`config.mk`:
```
export PLATFORM = sky130hd
export DESIGN_NAME = rtc_regbank
export DESIGN_NICKNAME = d
export VERILOG_FILES = /design/src/rtl/rtc_pkg.sv /design/src/rtl/rtc_bus_decode.sv /design/src/rtl/rtc_calendar.sv /design/src/rtl/rtc_sqw.sv /design/src/rtl/rtc_regbank.sv
export SDC_FILE = /design/constraint.sdc
export NUM_CORES = 1
export LEC_CHECK = 0
export BUFFER_PORTS_ARGS = -buffer_cell sky130_fd_sc_hd__clkbuf_2
export CAP_MARGIN = 20
export CORE_MARGIN = 5
export CORE_UTILIZATION = 50
export DETAILED_ROUTE_END_ITERATION = 8
export HOLD_SLACK_MARGIN = 0.06
export PLACE_DENSITY_LB_ADDON = 0.1
export SLEW_MARGIN = 0
export SYNTH_ARGS = -nofsm -noshare
export SYNTH_HDL_FRONTEND = slang
export SYNTH_HIERARCHICAL = 1
export SYNTH_SLANG_ARGS = --single-unit
```
`constraint.sdc`:
```
create_clock -name clk -period 8.8 [get_ports clk]
set_input_delay 0.44 -clock clk [delete_from_list [all_inputs] [get_ports clk]]
set_output_delay 0.44 -clock clk [all_outputs]
set_load 0.02 [all_outputs]
```
`src/rtl/rtc_pkg.sv`:
```
// Shared types and BCD helpers for the clock register bank.
// Assumes byte-wide registers laid out at eight consecutive offsets.
package rtc_pkg;

    localparam int NREG = 8;

    typedef logic [7:0] byte_t;
    typedef logic [NREG-1:0][7:0] bank_t;

    localparam logic [2:0] OFS_CENT  = 3'd0;
    localparam logic [2:0] OFS_SEC   = 3'd1;
    localparam logic [2:0] OFS_MIN   = 3'd2;
    localparam logic [2:0] OFS_HOUR  = 3'd3;
    localparam logic [2:0] OFS_DAY   = 3'd4;
    localparam logic [2:0] OFS_DATE  = 3'd5;
    localparam logic [2:0] OFS_MONTH = 3'd6;
    localparam logic [2:0] OFS_YEAR  = 3'd7;

    // Bits of each byte that belong to the running time field.
    function automatic byte_t field_mask(input logic [2:0] ofs);
        case (ofs)
            OFS_CENT:  return 8'h3F;
            OFS_SEC:   return 8'h7F;
            OFS_MIN:   return 8'h7F;
            OFS_HOUR:  return 8'h3F;
            OFS_DAY:   return 8'h07;
            OFS_DATE:  return 8'h3F;
            OFS_MONTH: return 8'h1F;
            default:   return 8'hFF;
        endcase
    endfunction

    // Reset contents of the time fields.
    function automatic bank_t reset_bank();
        bank_t b;
        b = '0;
        b[OFS_DAY]   = 8'h01;
        b[OFS_DATE]  = 8'h01;
        b[OFS_MONTH] = 8'h01;
        return b;
    endfunction

    // Increment a BCD byte within [lo, hi]; bit 8 flags a wrap to lo.
    function automatic logic [8:0] bcd_step(input byte_t v, input byte_t lo, input byte_t hi);
        logic [3:0] t;
        logic [3:0] u;
        t = v[7:4];
        u = v[3:0];
        if (v >= hi) return {1'b1, lo};
        if (u >= 4'd9) begin
            t = t + 4'd1;
            u = 4'd0;
        end else begin
            u = u + 4'd1;
        end
        return {1'b0, t, u};
    endfunction

    // Last date of a month in BCD; leap when the year value is a multiple of four.
    function automatic byte_t month_len(input byte_t mon, input byte_t yr);
        logic [6:0] ybin;
        ybin = 7'({3'b000, yr[7:4]} * 7'd10) + {3'b000, yr[3:0]};
        case (mon)
            8'h02:                      return (ybin[1:0] == 2'b00) ? 8'h29 : 8'h28;
            8'h04, 8'h06, 8'h09, 8'h11: return 8'h30;
            default:                    return 8'h31;
        endcase
    endfunction

endpackage

```
`src/rtl/rtc_bus_decode.sv`:
```
// Decodes the parallel bus strobes and address into read, write and byte select.
// Assumes the eight clock bytes occupy the highest addresses; ADDR_W > 3.
module rtc_bus_decode #(
    parameter int ADDR_W = 11
) (
    input  logic [ADDR_W-1:0] addr,
    input  logic              ce_n,
    input  logic              oe_n,
    input  logic              we_n,
    output logic              rd_en,
    output logic              wr_en,
    output logic              hit,
    output logic [2:0]        ofs
);
    localparam int UPPER_W = ADDR_W - 3;

    // Strobe qualification and range check.
    always_comb begin
        rd_en = !ce_n && !oe_n && we_n;
        wr_en = !ce_n && !we_n;
        hit   = (addr[ADDR_W-1:3] == {UPPER_W{1'b1}});
        ofs   = addr[2:0];
    end
endmodule

```
`src/rtl/rtc_calendar.sv`:
```
// Running BCD counters for seconds through century.
// Assumes load and step are single-cycle; load has priority and masks out non-time bits.
module rtc_calendar
    import rtc_pkg::*;
(
    input  logic  clk,
    input  logic  rst_n,
    input  logic  step,
    input  logic  load,
    input  bank_t load_val,
    output bank_t cnt
);
    bank_t      nxt;
    bank_t      masked;
    logic [8:0] s_sec, s_min, s_hour, s_day, s_date, s_mon, s_year, s_cent;

    // Strip control and storage bits from the load image.
    always_comb begin
        for (int i = 0; i < NREG; i++) begin
            masked[i] = load_val[i] & field_mask(3'(i));
        end
    end

    // Carry chain from seconds to century.
    always_comb begin
        nxt    = cnt;
        s_sec  = bcd_step(cnt[OFS_SEC], 8'h00, 8'h59);
        s_min  = bcd_step(cnt[OFS_MIN], 8'h00, 8'h59);
        s_hour = bcd_step(cnt[OFS_HOUR], 8'h00, 8'h23);
        s_day  = bcd_step(cnt[OFS_DAY], 8'h01, 8'h07);
        s_date = bcd_step(cnt[OFS_DATE], 8'h01, month_len(cnt[OFS_MONTH], cnt[OFS_YEAR]));
        s_mon  = bcd_step(cnt[OFS_MONTH], 8'h01, 8'h12);
        s_year = bcd_step(cnt[OFS_YEAR], 8'h00, 8'h99);
        s_cent = bcd_step(cnt[OFS_CENT], 8'h00, 8'h39);
        nxt[OFS_SEC] = s_sec[7:0];
        if (s_sec[8]) begin
            nxt[OFS_MIN] = s_min[7:0];
            if (s_min[8]) begin
                nxt[OFS_HOUR] = s_hour[7:0];
                if (s_hour[8]) begin
                    nxt[OFS_DAY]  = s_day[7:0];
                    nxt[OFS_DATE] = s_date[7:0];
                    if (s_date[8]) begin
                        nxt[OFS_MONTH] = s_mon[7:0];
                        if (s_mon[8]) begin
                            nxt[OFS_YEAR] = s_year[7:0];
                            if (s_year[8]) begin
                                nxt[OFS_CENT] = s_cent[7:0];
                            end
                        end
                    end
                end
            end
        end
    end

    // Counter register: reset, load, or step.
    always_ff @(posedge clk) begin
        if (!rst_n) begin
            cnt <= reset_bank();
        end else if (load) begin
            cnt <= masked;
        end else if (step) begin
            cnt <= nxt;
        end
    end
endmodule

```
`src/rtl/rtc_sqw.sv`:
```
// Square-wave test output that toggles per tick while enabled.
// Assumes tick is a single-cycle pulse; output parks low when disabled.
module rtc_sqw (
    input  logic clk,
    input  logic rst_n,
    input  logic tick,
    input  logic enable,
    output logic sqw
);
    // Toggle register.
    always_ff @(posedge clk) begin
        if (!rst_n || !enable) begin
            sqw <= 1'b0;
        end else if (tick) begin
            sqw <= ~sqw;
        end
    end
endmodule

```
`src/rtl/rtc_regbank.sv`:
```
// Clock register bank: visible bytes, hold bits and read mux over the running counters.
// Assumes a synchronous bus; reads are combinational from the visible copy, writes land on the clock edge.
module rtc_regbank
    import rtc_pkg::*;
#(
    parameter int ADDR_W = 11
) (
    input  logic              clk,
    input  logic              rst_n,
    input  logic              tick,
    input  logic              ce_n,
    input  logic              oe_n,
    input  logic              we_n,
    input  logic [ADDR_W-1:0] addr,
    input  logic [7:0]        din,
    output logic [7:0]        dout,
    output logic              dout_en,
    input  logic              batt_low,
    output logic              sqw
);
    logic       rd_en, wr_en, hit;
    logic [2:0] ofs;
    logic       wr_hit;
    bank_t      vis;
    bank_t      vis_nxt;
    bank_t      cnt_bank;
    logic       hold_w, hold_r, osc_stop, ft_en;
    logic       cnt_load;

    rtc_bus_decode #(.ADDR_W(ADDR_W)) u_dec (
        .addr  (addr),
        .ce_n  (ce_n),
        .oe_n  (oe_n),
        .we_n  (we_n),
        .rd_en (rd_en),
        .wr_en (wr_en),
        .hit   (hit),
        .ofs   (ofs)
    );

    // Control bits taken from the visible bytes.
    always_comb begin
        hold_w   = vis[OFS_CENT][7];
        hold_r   = vis[OFS_CENT][6];
        osc_stop = vis[OFS_SEC][7];
        ft_en    = vis[OFS_DAY][6];
        wr_hit   = wr_en && hit;
    end

    // Next visible image: bus write wins, otherwise track the counters when no hold is set.
    always_comb begin
        for (int i = 0; i < NREG; i++) begin
            if (wr_hit && (ofs == 3'(i))) begin
                vis_nxt[i] = din;
            end else if (!hold_w && !hold_r) begin
                vis_nxt[i] = (vis[i] & ~field_mask(3'(i))) | (cnt_bank[i] & field_mask(3'(i)));
            end else begin
                vis_nxt[i] = vis[i];
            end
        end
        cnt_load = hold_w && !vis_nxt[OFS_CENT][7];
    end

    // Visible register file.
    always_ff @(posedge clk) begin
        if (!rst_n) begin
            vis <= reset_bank();
        end else begin
            vis <= vis_nxt;
        end
    end

    rtc_calendar u_cal (
        .clk      (clk),
        .rst_n    (rst_n),
        .step     (tick && !osc_stop),
        .load     (cnt_load),
        .load_val (vis_nxt),
        .cnt      (cnt_bank)
    );

    rtc_sqw u_sqw (
        .clk    (clk),
        .rst_n  (rst_n),
        .tick   (tick),
        .enable (ft_en && !osc_stop),
        .sqw    (sqw)
    );

    // Read mux with battery flag substituted into the day byte.
    always_comb begin
        dout_en = rd_en;
        dout    = 8'h00;
        if (rd_en && hit) begin
            dout = (ofs == OFS_DAY) ? {batt_low, vis[OFS_DAY][6:0]} : vis[ofs];
        end
    end
endmodule

```
==> run metrics <==
port bufs=35; Syn Nets=1,020; initial antenna violation count=0; Die X-Extent=138 um; worst slew pin tran=1.00 ns; yosys warns=6; nets@finish=1,012; unrepaired setup endpoints after global routing=false; data required time of the critical path=around 9 ns; CTS Sinks=128; setup TNS=0 ns; post-cts sizing count=0; Worst Clk Skew=0.00834 ns; LEAKAGE=about 3.7 nW; CTS Buf Count=17; relative slew slack=33.0%; cells after synthesis=949; crit path DAT=approximately 4.4 ns; critical path fanouts, max=slightly above 70; Clk pwr share=53.8%; placed insts=about 1.1k; via/cell ratio=6.40; Reg power frac=41.3%; CP Capture Type=flip-flop; Ant. Diodes=0; drt total wl=24.9 mm; CP Class=in -> reg; hold slack=0.394 ns; via count=7,489; Syn-to-layout area delta=8.94%; Avg Cell Area, Syn=8.62 sq um; DP HPWL=17.3 mm; total gr overflow=0; max-cap violation count=0; total power=1.42 mW; Mapped Area=8180 sq um; Routed WL per cell=~21 um; io pins=36; Worst setup SP type=input pin; drt pass-1 iters=6; CTS Hold Bufs=0; Sw Share=23.5%; endpoints failing hold=0; largest net degree at the start of global routing=73; Core Area=~16,000 sq um; vias in the first global route=7,392; RePlAce Congestion=0.897; fin crit share=46.3%; peak supply drop=156 uV; postcts setup bufs=0; global-route wire length before repair=39.4 mm; Pwr Density=159 nW/um^2; Clock Path Buffers=2; Slew Viols, Final=0; latest clock arrival within the worst-skew pair=around 0.43 ns; switching power=~330 uW; chip height=about 140 um; minimum clock period=4.07 ns; # H-tree levels=4; share of cells above drive strength 1=12.5%; # fillers=1,462; Root Buffer=clkbuf_16; setup violators final=0; DRT antenna net count=0; P_int=1.08 mW; Total Routing Usage GR=26.8%; Hold Path Class=in -> reg; fmax=245 MHz; status=complete, no violations; initial DRC count=between 700 and 800; Clk pin slew, worst setup/hold paths=0.06 ns; Die Area=19,000 sq um; drc violations=0; initial core utilization=51.3%; final non-filler cell total=between 1k and 1.5k; CTS tree=done; Combinational Power Share=about 5%; FP Rows=46
==> area by class of cell <==
cell class | count | area, sq um | area share (%)
clock inverter | 13 | 188 | 2.11
multi-input combinational | 711 | 5060 | 56.8
sequential | 128 | 2560 | 28.8
inverter | 40 | 150 | 1.69
clock buffer | 19 | 443 | 4.97
tap | 216 | 270 | 3.03
timing repair buffer | 43 | 235 | 2.64
==> cell usage in the layout (no fill, tap or decap), types with 5 or more instances in the layout <==
| cell type | count |
|---|---|
| a211oi_1 | 49 |
| nor3_2 | 6 |
| a21o_1 | 6 |
| nand4_1 | 6 |
| ha_1 | 45 |
| inv_1 | 38 |
| nand2_1 | 48 |
| and3_1 | 13 |
| buf_4 | 8 |
| clkinvlp_4 | 6 |
| and2_1 | 7 |
| clkbuf_16 | 17 |
| a22oi_1 | 5 |
| o21ai_1 | 13 |
| o21ai_0 | 27 |
| o211ai_1 | 9 |
| nor2_1 | 45 |
| a22o_1 | 16 |
| nor2b_1 | 7 |
| a21oi_1 | 97 |
| a32oi_1 | 6 |
| mux2i_1 | 83 |
| a221oi_1 | 6 |
| a31oi_1 | 13 |
| nand3_1 | 35 |
| clkbuf_2 | 35 |
| dfxtp_1 | 128 |
| nor3_1 | 66 |
| o31ai_1 | 8 |
==> per-layer routing <==
metal  vias up  global-route usage, %  wire length, um
met3        50                   5.15             1630
met1      3583                   33.9            10500
met2       323                   44.7            12000
met4         0                   11.1              700
met5         -                      0                0
li1       3533                      -                -
==> stage by stage <==
| stage | cell area, sq um | utilization, % | worst slack [ns] |
|---|---|---|---|
| after global routing | 8910 | 55.9 | 4.54 |
| after detailed placement | 8280 | 51.9 | 4.46 |
| after global placement | 8280 | 51.9 | 4.58 |
| after floorplan | 8180 | - | 6.03 |
| final | 8910 | 55.9 | 4.73 |
| after CTS | 8910 | 55.9 | 4.87 |
==> power groups by stage <==
stage / registers [mW] / clock network (mW) / logic, mW
global placement: 0.597 / 0 / 0.0664
CTS: 0.584 / 0.772 / 0.0680
detailed placement: 0.597 / 0 / 0.0675
global route: 0.585 / 0.797 / 0.0742
floorplan: 0.595 / 0 / 0.0509
finish: 0.585 / 0.762 / 0.0696
==> path summary, 6_finish.rpt <==
path         slack (ns)            to          start  cells after the start
max reg2reg        5.34  u_cal/cnt[4]  u_cal/cnt[52]                     15
min reg2reg        0.48       vis[30]        vis[30]                      2
min                0.39     u_sqw/sqw           tick                      3
max                4.73  u_cal/cnt[4]        addr[9]                     12
==> worst max-delay path: stages <==
cell and delay (ns):
clkbuf_2 0.07, nand4_1 0.09, nor2_1 0.26, and3b_1 0.47, nand2_2 0.26, nor3b_2 0.20
buf_4 0.68, inv_1 0.74, nand4_4 0.44, nor3_2 0.11, a221o_1 0.36, o2111a_1 0.15
==> flip-flops by register name (all words and copies together), names as in the netlist <==
register   count
ft_en          1
hold_r         1
hold_w         1
osc_stop       1
u_cal/cnt     64
u_sqw/sqw      1
vis           59
No activity file was read; power rests on OpenSTA's default activity.
